File: src/rtl/prio_bank_pkg.sv
package prio_bank_pkg;

  localparam int PRIO_W    = 8;
  localparam int BP_W      = 3;
  localparam int NUM_BANKS = 3;

  typedef enum logic [2:0] {
    SEL_MASK   = 3'd0,
    SEL_BP_G0  = 3'd1,
    SEL_BP_G1  = 3'd2,
    SEL_ACT_G0 = 3'd3,
    SEL_ACT_G1 = 3'd4
  } reg_sel_e;

  typedef enum logic [1:0] {
    BK_G0   = 2'd0,
    BK_G1S  = 2'd1,
    BK_G1NS = 2'd2
  } bank_e;

  // Non-secure picture of a stored mask.
  function automatic logic [PRIO_W-1:0] mask_view_ns(input logic [PRIO_W-1:0] v);
    if (!v[PRIO_W-1])       return '0;
    else if (&v)            return v;
    else                    return {v[PRIO_W-2:0], 1'b0};
  endfunction

  // Stored value produced by an accepted non-secure mask write.
  function automatic logic [PRIO_W-1:0] mask_store_ns(input logic [PRIO_W-1:0] w);
    return {1'b1, w[PRIO_W-1:1]};
  endfunction

  // Group 0 binary point plus one, held at the top value.
  function automatic logic [BP_W-1:0] bp_sat_inc(input logic [BP_W-1:0] b);
    return (&b) ? b : b + 1'b1;
  endfunction

endpackage

File: src/rtl/prio_mask_reg.sv
module prio_mask_reg
  import prio_bank_pkg::*;
(
  input  logic              clk,
  input  logic              rst_n,
  input  logic              wr_en,
  input  logic              ns_view,
  input  logic [PRIO_W-1:0] wdata,
  output logic [PRIO_W-1:0] rd_val,
  output logic              accepted
);

  logic [PRIO_W-1:0] mask_q;
  logic              secure_half;
  logic              ns_locked;
  logic [PRIO_W-1:0] mask_d;

  assign secure_half = ~mask_q[PRIO_W-1];
  assign ns_locked   = ns_view && secure_half;
  assign accepted    = wr_en && !ns_locked;
  assign mask_d      = ns_view ? mask_store_ns(wdata) : wdata;
  assign rd_val      = ns_view ? mask_view_ns(mask_q) : mask_q;

  always_ff @(posedge clk) begin
    if (!rst_n)        mask_q <= '0;
    else if (accepted) mask_q <= mask_d;
  end

  a_r4_ns_lock_holds: assert property (@(posedge clk) disable iff (!rst_n)
    (wr_en && ns_locked) |=> $stable(mask_q));

  a_r4_ns_write_stays_high: assert property (@(posedge clk) disable iff (!rst_n)
    (wr_en && ns_view && !secure_half) |=> mask_q[PRIO_W-1]);

  a_r1_mask_reset: assert property (@(posedge clk)
    !rst_n |=> (mask_q == '0));

endmodule

File: src/rtl/binpt_bank.sv
module binpt_bank
  import prio_bank_pkg::*;
#(
  parameter int BP_MIN    = 0,
  parameter int BP_MIN_NS = 1
) (
  input  logic            clk,
  input  logic            rst_n,
  input  logic            has_el3,
  input  logic            wr_en,
  input  logic            is_g1,
  input  logic            nonsec,
  input  logic            below_el3,
  input  logic            a32_nonmon,
  input  logic            cbpr_sec,
  input  logic            cbpr_ns,
  input  logic [BP_W-1:0] wdata,
  output logic [BP_W-1:0] rd_val,
  output logic            accepted
);

  localparam logic [BP_W-1:0] MIN_C    = BP_W'(BP_MIN);
  localparam logic [BP_W-1:0] MIN_NS_C = BP_W'(BP_MIN_NS);

  logic [BP_W-1:0] bp_q [NUM_BANKS];
  logic            ns_alias;
  logic            s_redirect;
  bank_e           target;

  assign ns_alias   = is_g1 && nonsec && cbpr_ns && below_el3;
  assign s_redirect = is_g1 && !nonsec && cbpr_sec && (below_el3 || a32_nonmon);

  always_comb begin
    if (!is_g1 || s_redirect) target = BK_G0;
    else if (nonsec)          target = BK_G1NS;
    else                      target = BK_G1S;
  end

  assign rd_val   = ns_alias ? bp_sat_inc(bp_q[BK_G0]) : bp_q[int'(target)];
  assign accepted = wr_en && !ns_alias;

  always_ff @(posedge clk) begin
    if (!rst_n) begin
      for (int b = 0; b < NUM_BANKS; b++)
        bp_q[b] <= (b == int'(BK_G1NS) && has_el3) ? MIN_NS_C : MIN_C;
    end else if (accepted) begin
      bp_q[int'(target)] <= wdata;
    end
  end

  a_r7_alias_write_dropped: assert property (@(posedge clk) disable iff (!rst_n)
    (wr_en && ns_alias) |=> ($stable(bp_q[BK_G0]) && $stable(bp_q[BK_G1NS]) && $stable(bp_q[BK_G1S])));

  a_r6_redirect_spares_secure: assert property (@(posedge clk) disable iff (!rst_n)
    (wr_en && s_redirect) |=> $stable(bp_q[BK_G1S]));

  a_r5_ns_write_spares_secure: assert property (@(posedge clk) disable iff (!rst_n)
    (wr_en && is_g1 && nonsec) |=> $stable(bp_q[BK_G1S]));

endmodule

File: src/rtl/active_prio_bank.sv
module active_prio_bank
  import prio_bank_pkg::*;
#(
  parameter int DATA_W     = 32,
  parameter int NUM_WORDS  = 4,
  parameter int LOCK_WORDS = 2,
  localparam int IDX_W     = (NUM_WORDS > 1) ? $clog2(NUM_WORDS) : 1
) (
  input  logic              clk,
  input  logic              rst_n,
  input  logic              has_el3,
  input  logic              wr_en,
  input  logic              is_g1,
  input  logic              nonsec,
  input  logic [IDX_W-1:0]  idx,
  input  logic [DATA_W-1:0] wdata,
  output logic [DATA_W-1:0] rd_val,
  output logic              accepted
);

  logic [DATA_W-1:0] word_q [NUM_BANKS][NUM_WORDS];
  bank_e             bank;
  logic              lock_hit;

  always_comb begin
    if (!is_g1)      bank = BK_G0;
    else if (nonsec) bank = BK_G1NS;
    else             bank = BK_G1S;
  end

  assign lock_hit = is_g1 && nonsec && has_el3 && (int'(idx) < LOCK_WORDS);
  assign accepted = wr_en && !lock_hit;
  assign rd_val   = word_q[int'(bank)][int'(idx)];

  always_ff @(posedge clk) begin
    if (!rst_n) begin
      for (int b = 0; b < NUM_BANKS; b++)
        for (int w = 0; w < NUM_WORDS; w++)
          word_q[b][w] <= '0;
    end else if (accepted) begin
      word_q[int'(bank)][int'(idx)] <= wdata;
    end
  end

  for (genvar w = 0; w < NUM_WORDS; w++) begin : g_word_chk
    a_r9_locked_word_kept: assert property (@(posedge clk) disable iff (!rst_n)
      (wr_en && lock_hit && int'(idx) == w) |=> $stable(word_q[BK_G1NS][w]));
    a_r8_bank_separation: assert property (@(posedge clk) disable iff (!rst_n)
      (wr_en && is_g1 && !nonsec) |=> $stable(word_q[BK_G1NS][w]));
  end

endmodule

File: src/rtl/prio_bank_regs.sv
module prio_bank_regs
  import prio_bank_pkg::*;
#(
  parameter int DATA_W     = 32,
  parameter int NUM_WORDS  = 4,
  parameter int LOCK_WORDS = 2,
  parameter int BP_MIN     = 0,
  parameter int BP_MIN_NS  = 1,
  localparam int IDX_W     = (NUM_WORDS > 1) ? $clog2(NUM_WORDS) : 1
) (
  input  logic              clk,
  input  logic              rst_n,
  input  logic              acc_valid,
  input  logic              acc_write,
  input  logic [2:0]        acc_sel,
  input  logic [IDX_W-1:0]  acc_idx,
  input  logic [DATA_W-1:0] acc_wdata,
  input  logic              acc_nonsec,
  input  logic [1:0]        acc_el,
  input  logic              acc_a32_nonmon,
  input  logic              has_el3,
  input  logic              fiq_to_el3,
  input  logic              cbpr_sec,
  input  logic              cbpr_ns,
  output logic [DATA_W-1:0] rd_data,
  output logic              upd_strobe
);

  reg_sel_e          sel;
  logic              wr_any;
  logic              rd_any;
  logic              below_el3;
  logic              ns_view;
  logic              wr_mask, wr_bp, wr_act;
  logic              acc_mask, acc_bp, acc_act;
  logic              write_accepted;
  logic [PRIO_W-1:0] mask_rd;
  logic [BP_W-1:0]   bp_rd;
  logic [DATA_W-1:0] act_rd;
  logic              strobe_q;

  assign sel       = reg_sel_e'(acc_sel);
  assign wr_any    = acc_valid && acc_write;
  assign rd_any    = acc_valid && !acc_write;
  assign below_el3 = (acc_el != 2'd3);
  assign ns_view   = has_el3 && acc_nonsec && fiq_to_el3;

  assign wr_mask = wr_any && (sel == SEL_MASK);
  assign wr_bp   = wr_any && (sel == SEL_BP_G0 || sel == SEL_BP_G1);
  assign wr_act  = wr_any && (sel == SEL_ACT_G0 || sel == SEL_ACT_G1);

  prio_mask_reg u_mask (
    .clk      (clk),
    .rst_n    (rst_n),
    .wr_en    (wr_mask),
    .ns_view  (ns_view),
    .wdata    (acc_wdata[PRIO_W-1:0]),
    .rd_val   (mask_rd),
    .accepted (acc_mask)
  );

  binpt_bank #(
    .BP_MIN    (BP_MIN),
    .BP_MIN_NS (BP_MIN_NS)
  ) u_binpt (
    .clk        (clk),
    .rst_n      (rst_n),
    .has_el3    (has_el3),
    .wr_en      (wr_bp),
    .is_g1      (sel == SEL_BP_G1),
    .nonsec     (acc_nonsec),
    .below_el3  (below_el3),
    .a32_nonmon (acc_a32_nonmon),
    .cbpr_sec   (cbpr_sec),
    .cbpr_ns    (cbpr_ns),
    .wdata      (acc_wdata[BP_W-1:0]),
    .rd_val     (bp_rd),
    .accepted   (acc_bp)
  );

  active_prio_bank #(
    .DATA_W     (DATA_W),
    .NUM_WORDS  (NUM_WORDS),
    .LOCK_WORDS (LOCK_WORDS)
  ) u_active (
    .clk      (clk),
    .rst_n    (rst_n),
    .has_el3  (has_el3),
    .wr_en    (wr_act),
    .is_g1    (sel == SEL_ACT_G1),
    .nonsec   (acc_nonsec),
    .idx      (acc_idx),
    .wdata    (acc_wdata),
    .rd_val   (act_rd),
    .accepted (acc_act)
  );

  assign write_accepted = acc_mask || acc_bp || acc_act;

  always_comb begin
    rd_data = '0;
    if (rd_any) begin
      unique case (sel)
        SEL_MASK:              rd_data = DATA_W'(mask_rd);
        SEL_BP_G0, SEL_BP_G1:  rd_data = DATA_W'(bp_rd);
        SEL_ACT_G0, SEL_ACT_G1: rd_data = act_rd;
        default:               rd_data = '0;
      endcase
    end
  end

  always_ff @(posedge clk) begin
    if (!rst_n) strobe_q <= 1'b0;
    else        strobe_q <= write_accepted;
  end

  assign upd_strobe = strobe_q;

  a_r10_no_strobe_after_read: assert property (@(posedge clk) disable iff (!rst_n)
    rd_any |=> !upd_strobe);

  a_r10_strobe_single: assert property (@(posedge clk) disable iff (!rst_n)
    (upd_strobe && !write_accepted) |=> !upd_strobe);

  a_r10_strobe_follows_write: assert property (@(posedge clk) disable iff (!rst_n)
    write_accepted |=> upd_strobe);

  always_comb begin
    if (!acc_valid) a_r11_idle_zero: assert (rd_data == '0);
  end

endmodule

File: config.mk
export PLATFORM = sky130hd
export DESIGN_NAME = prio_bank_regs
export DESIGN_NICKNAME = d
export VERILOG_FILES = /design/src/rtl/prio_bank_pkg.sv /design/src/rtl/prio_mask_reg.sv /design/src/rtl/binpt_bank.sv /design/src/rtl/active_prio_bank.sv /design/src/rtl/prio_bank_regs.sv
export SDC_FILE = /design/constraint.sdc
export NUM_CORES = 1
export LEC_CHECK = 0
export BUFFER_PORTS_ARGS = -buffer_cell sky130_fd_sc_hd__buf_2
export CORE_AREA = 3 3 224 248
export DETAILED_ROUTE_END_ITERATION = 10
export DIE_AREA = 0 0 227 251
export SYNTH_ARGS = -nofsm -noshare
export SYNTH_HDL_FRONTEND = slang
export SYNTH_SLANG_ARGS = --single-unit
File: constraint.sdc
create_clock -name clk -period 6.1 [get_ports clk]
set_input_delay 0.61 -clock clk [delete_from_list [all_inputs] [get_ports clk]]
set_output_delay 0.61 -clock clk [all_outputs]
set_load 0.02 [all_outputs]
==> flow_summary.yaml, run 1 <==
critical_path:
  critPathLaunchType: "primary input"
  crit_start: "acc_idx[0]"
  cp.required_ns: 5.49
  r2r-start: "u_mask.mask_q[7]"
  critPathTopFamily: "compound AO/OA/AOI/OAI gates"
  crit_buf_inv: 3
  crit_path_end_kind: "output pin"
  worstPathArrival_ns: 3.54
  cp-endpoint: "rd_data[6]"
  reg2reg_depth: 4
  r2r_slack_ns: 4.43
  critPathKind: "primary input to output pin"
  cp.depth: 7
  max_stage_delay_ns: 0.77
  path_cells: "buf_2 -> buf_4 -> mux4_2 -> a22o_1 -> a2111oi_0 -> o22ai_1 -> buf_2"
  crit_top_cell: "buf_2"
  slowest_stage: "a2111oi_0"
  crit_path_max_fanout: 22
  rr_endpoint: "u_mask.mask_q[3]"
logic_synthesis:
  synthMuxAreaShare_pct: 5.348
  synth_xor_area_share_pct: 0.09419
  ys_seq_elements: 402
  syn_area_um2: 18600
  synth_edf_count: 393
  synthSimpleGateAreaFrac_pct: 20.84
  synth_warnings: 0
  syn_inst: 1505
  yosysMostFrequentCell: "edfxtp_1"
  yosysTopAreaCellShare_pct: 63.46
  synth_area_leaders: "edfxtp_1 63%, and2_1 11%, mux2i_1 3.7%"
  synth_commonest_cells: "393 x edfxtp_1, 330 x and2_1, 156 x nand2_1"
  syn_avg_cell_area_um2: 12.36
  synthAdderAreaFrac_pct: 0.06728
  synth_top_family_by_area: "simple AND/OR/NAND/NOR gates"
  synth_compound_area_share_pct: 6.163
  syn_nets: 1555
  ys_types: 59
  yosysTopAreaCell: "edfxtp_1"
  synthArstFlopShare_pct: 0
  synthFlopType: "edfxtp_1"
  ys_seq_area_share_pct: 64.42
clocking:
  cts.sinks: 402
  post_cts_buffers: 0
  clk_latency_ns: 0.57
  cts_tree: "done"
  clk_pin_slew_ns: 0.06
  cts_root_buffer: "clkbuf_16"
  clk_path_buf_depth: 3
  cts_resized: 0
  htreeDepth: 2
  cts_buffers: 43
  hold_buffers: 0
worst_hold_path:
  hp-class: "primary input to flop"
  hold_start: "acc_wdata[20]"
timing:
  setup_tns_ns: 0
  period_needed_ns: 4.148
  tightestPinTransition_ns: 1.231
  setup_viol: 0
  rsz0062_at_grt: "false"
  report.final.slew_viol_count: 0
  period_share_pct: 68.00
  slew_headroom_pct: 17.95
  max_freq_mhz: 241.1
  finalHoldViolCount: 0
  skew_ns: 0.001102
power_and_ir_drop:
  p_sw_share_pct: 23.47
  sequentialPowerShare_pct: 52.6
  power_frac_comb_pct: 7.0
  p_total_w: 0.006113
  p_int_w: 0.004678
  switchingPower_w: 0.001434
  ir_drop_mv: 0.1882
  leakagePower_nw: 7.556
  cellPowerDensity_nw_per_um2: 290.9
  clockPowerShare_pct: 40.5
route:
  vias: 12280
  drc: 0
  drt-total-wl_mm: 53.76
  wl_per_cell_um: 23.63
  drtPass1Iterations: 5
  via_per_inst: 5.400
  ant_nets: 0
  drt_iter0_drc: 1255
floorplan:
  initial_core_util_pct: 34.87
  ios: 82
  dieWidth_um: 227
  fp.dieArea_um2: 56980
  num_rows: 89
  core_area_um2: 53340
  die_y_um: 251
grt:
  grt_pass1_vias: 12310
  antenna_found_initial: 4
  grt_max_degree: 57
  gr-usage-all-layers_pct: 18.74
  grt.overflow.total: 0
  grt_pass1_wl_mm: 79.12
layout:
  layoutNonFillerInstCount: 2275
  syn_to_final_growth_pct: 12.98
  fin_nets: 1609
  nFillCells: 4991
  drive_above_1_share_pct: 14.14
place:
  placedCellCount: 2196
  io_buffers: 81
  gp_congestion: 0.8366
  place_hpwl_mm: 31.25
outcome:
  status: "finished, final reports clean"
job:
  maxCapViolCount: 0
[cells by family (layout without fill, tap and decap cells)]
logic type / count (synthesis) / after routing
adder cells (fa/ha/maj): 1 / 1
other: 0 / 2
XOR/XNOR: 2 / 2
AO/OA/AOI/OAI: 186 / 186
flip-flops: 402 / 402
buffers and inverters: 115 / 201
multiplexers: 86 / 86
AND/OR/NAND/NOR: 713 / 713
[power by group through the flow]
stage	sequential (W)	clock (W)	combinational, W
finish	0.00321	0.00247	0.000425
global route	0.00322	0.00262	0.000459
floorplan	0.00326	0	0.000249
global placement	0.00327	0	0.000421
detailed placement	0.00327	0	0.000426
CTS	0.00321	0.00252	0.000427
[worst min path at each step]
stage                             endpoint  slack, ns  depth (start not counted)
floorplan                 u_mask.mask_q[0]       0.48                          2
global placement          u_mask.mask_q[0]       0.50                          2
detailed placement        u_mask.mask_q[0]       0.51                          2
CTS                 u_active.word_q[1][63]       0.40                          2
global route        u_active.word_q[1][63]       0.43                          2
finish              u_active.word_q[1][20]       0.42                          2
[layer usage]
metal	part of all wire, %	GRT usage, %
met4	3.3	7.389
met3	7.2	2.978
met2	48	30.33
met1	42	25.33
met5	0.015	0
[cell usage in the layout (no fill, tap or decap), types with 5 or more instances in the layout]
master     instances
nor2_1            76
edfxtp_1         393
o21ai_0           22
and2_1           330
o21ai_4            5
clkinv_2           6
mux2i_1           69
and3_1            11
buf_4             41
nand2_1          155
a31oi_1           18
clkbuf_1           9
nor3_1            25
clkinv_1          16
clkbuf_16         43
nand2b_2           7
buf_2             80
nor3_4             8
nand2b_1           6
a311oi_1           8
o22ai_1           31
a21oi_1           64
mux4_2            10
nand3_1           67
dfxtp_1            9
mux2_2             7
[flip-flops by register name, summed over array words and instances, names as in the netlist]
register / cells
u_active.word_q: 384
upd_strobe: 1
u_mask.mask_q: 8
u_binpt.bp_q: 9
[through the flow]
stage	setup slack [ns]	util (%)	area (µm²)	hold slack, ns
5_1_grt	1.838	39.39	21010	0.4278
3_5_place_dp	2.019	36.94	19700	0.5068
3_3_place_gp	2.129	36.94	19700	0.4997
2_1_floorplan	1.440	-	18600	0.4845
6_report	1.952	39.39	21010	0.4242
4_1_cts	2.016	39.38	21010	0.3960
[final cells by class]
| type | instances | area [µm²] | area share (%) |
|---|---|---|---|
| flip-flops and latches | 402 | 11980 | 57.02 |
| repair buffers | 121 | 708.2 | 3.370 |
| well taps | 682 | 853.3 | 4.061 |
| diodes | 2 | 5.005 | 0.02382 |
| clock inverters | 25 | 195.2 | 0.9290 |
| multi-input cells | 988 | 6147 | 29.26 |
| clock buffers | 52 | 1110 | 5.282 |
| inverters | 3 | 11.26 | 0.05359 |
(Power assumes the default switching activity.)
==> inputs of run 2 (changes only) <==
ABC_AREA = 1   (was not set)
CORE_AREA = 3 3 223 247   (was 3 3 224 248)
DIE_AREA = 0 0 226 250   (was 0 0 227 251)
clock period = 4.3 ns   (was 6.1 ns; I/O delays follow)
==> flow_summary.yaml, run 2 <==
clocking:
  htreeDepth: 2
  clk_path_buf_depth: 3
  cts_resized: 0
  clk_pin_slew_ns: 0.06
  cts.sinks: 402
  post_cts_buffers: 0
  clk_latency_ns: 0.56
  cts_buffers: 43
  hold_buffers: 0
  cts_tree: "done"
  cts_root_buffer: "clkbuf_16"
logic_synthesis:
  ys_seq_area_share_pct: 65.13
  synth_commonest_cells: "419 x nand2_1, 393 x edfxtp_1, 389 x nor2_1"
  syn_area_um2: 18400
  yosysTopAreaCellShare_pct: 64.15
  synth_area_leaders: "edfxtp_1 64%, nand2_1 8.5%, nor2_1 7.9%"
  yosysTopAreaCell: "edfxtp_1"
  syn_inst: 1839
  synth_edf_count: 393
  yosysMostFrequentCell: "nand2_1"
  synthArstFlopShare_pct: 0
  synth_warnings: 0
  ys_seq_elements: 402
  syn_nets: 1889
  synthFlopType: "edfxtp_1"
  syn_avg_cell_area_um2: 10.00
  ys_types: 32
route:
  drc: 0
  vias: 13610
  ant_nets: 0
  dr.max_layer_used: "met4"
  met1_length_mm: 22.12
  drtPass1Iterations: 7
  dr_wl_met3_mm: 3.679
  drt_iter0_drc: 1125
  via_per_inst: 5.213
  wl_per_cell_um: 20.93
  dr_wl_met2_mm: 26.85
  drt-total-wl_mm: 54.64
floorplan:
  num_rows: 88
  ios: 82
  fp.dieArea_um2: 56500
  dieWidth_um: 226
  initial_core_util_pct: 35.03
  core_area_um2: 52520
  die_y_um: 250
critical_path:
  r2r-start: "u_mask.mask_q[7]"
  r2r_slack_ns: 2.91
  critPathLaunchType: "primary input"
  cp.required_ns: 3.87
  crit_path_end_kind: "output pin"
  reg2reg_depth: 4
  crit_path_max_fanout: 17
  crit_start: "acc_sel[1]"
  rr_endpoint: "u_mask.mask_q[7]"
  worstPathArrival_ns: 3.00
  cp-endpoint: "rd_data[17]"
  critPathKind: "primary input to output pin"
outcome:
  status: "finished, final reports clean"
layout:
  largest_reg_flops: 384
  diodes: 0
  fin_nets: 1952
  final_common_cell: "nand2_1"
  final_area_um2: 20870
  layoutNonFillerInstCount: 2610
  top_regs: "u_active.word_q (384), u_binpt.bp_q (9), u_mask.mask_q (8)"
  fin_util_pct: 39.73
  syn_to_final_growth_pct: 13.41
  regMostFlops: "u_active.word_q"
  drive_above_1_share_pct: 11.68
  nFillCells: 5049
  most-common-layout-cells: "411 x nand2_1, 393 x edfxtp_1, 388 x nor2_1, 134 x inv_1, 103 x nand3_1"
power_and_ir_drop:
  p_total_w: 0.008693
  ir_drop_mv: 0.2786
  leakagePower_nw: 8.311
  cellPowerDensity_nw_per_um2: 416.6
timing:
  max_freq_mhz: 291.6
  slew_headroom_pct: 51.14
  tightestPinTransition_ns: 0.7284
  setup_tns_ns: 0
  skew_ns: 0.006843
  rsz0062_at_grt: "false"
  setup_viol: 0
  period_needed_ns: 3.429
  finalHoldViolCount: 0
  period_share_pct: 79.75
  report.final.slew_viol_count: 0
place:
  io_buffers: 81
  place_hpwl_mm: 34.01
  dpl_cell_area_um2: 19580
  placedCellCount: 2532
  gp_congestion: 0.8421
grt:
  grt_pass1_wl_mm: 81.61
  grt_max_degree: 133
  grt.overflow.total: 0
  gr-usage-all-layers_pct: 19.11
  grt_pass1_vias: 13340
  antenna_found_initial: 0
job:
  maxCapViolCount: 0
worst_hold_path:
  hold_start: "acc_wdata[7]"
  hp-class: "primary input to flop"
[run 2: worst min path at each step]
stage,to,slack (ns),cells past startpoint
final,u_mask.mask_q[6],0.15,3
after floorplan,u_mask.mask_q[5],0.52,2
after CTS,u_mask.mask_q[6],0.12,3
after detailed placement,u_mask.mask_q[0],0.55,2
after global placement,u_mask.mask_q[0],0.55,2
after global routing,u_mask.mask_q[0],0.16,3
[run 2: metrics by stage]
stage	hold WS [ns]	setup slack (ns)
after floorplan	0.5222	0.07703
after global placement	0.5512	0.8852
after detailed placement	0.5504	0.8513
after CTS	0.1237	0.8407
after global routing	0.1595	0.7308
final	0.1488	0.8709
[run 2: kinds of logic (layout without fill, tap and decap cells)]
group                    after synthesis  in the layout  share of synthesized area [%]
AO/OA/AOI/OAI                        168            168                          5.393
adder cells (fa/ha/maj)                1              1                        0.06800
buffers and inverters                269            365                          6.747
flip-flops                           402            402                          65.13
multiplexers                           2              2                         0.1088
AND/OR/NAND/NOR                      997            997                          22.56
[run 2: report_power, final]
| group | total, W | switching [W] | internal [W] |
|---|---|---|---|
| logic | 0.000671 | 0.000498 | 0.000174 |
| registers | 0.00456 | 0.0000590 | 0.00450 |
| clock network | 0.00346 | 0.00152 | 0.00194 |
| total | 0.00869 | 0.00207 | 0.00662 |
[run 2: metal layers]
layer	up-vias	global-route usage, %
li1	6289	-
met1	6696	24.24
met2	521	32.71
met3	100	3.176
met4	0	7.138
met5	-	0
[run 2: cell type report]
class	count	area, µm²	area share, %
clock inverters	21	136.4	0.6536
inverters	159	596.8	2.860
well taps	675	844.6	4.048
clock buffers	57	1150	5.511
multi-input cells	1168	5260	25.21
repair buffers	128	895.9	4.294
flip-flops and latches	402	11980	57.42
[run 2: critical path, cell delays in order]
cell     delay [ns]
buf_2          0.13
nor2_4         0.41
nand2_1        0.29
inv_1          0.57
nand2_1        0.11
nand3_1        0.12
nand4_1        0.22
a21oi_1        0.45
buf_2          0.25
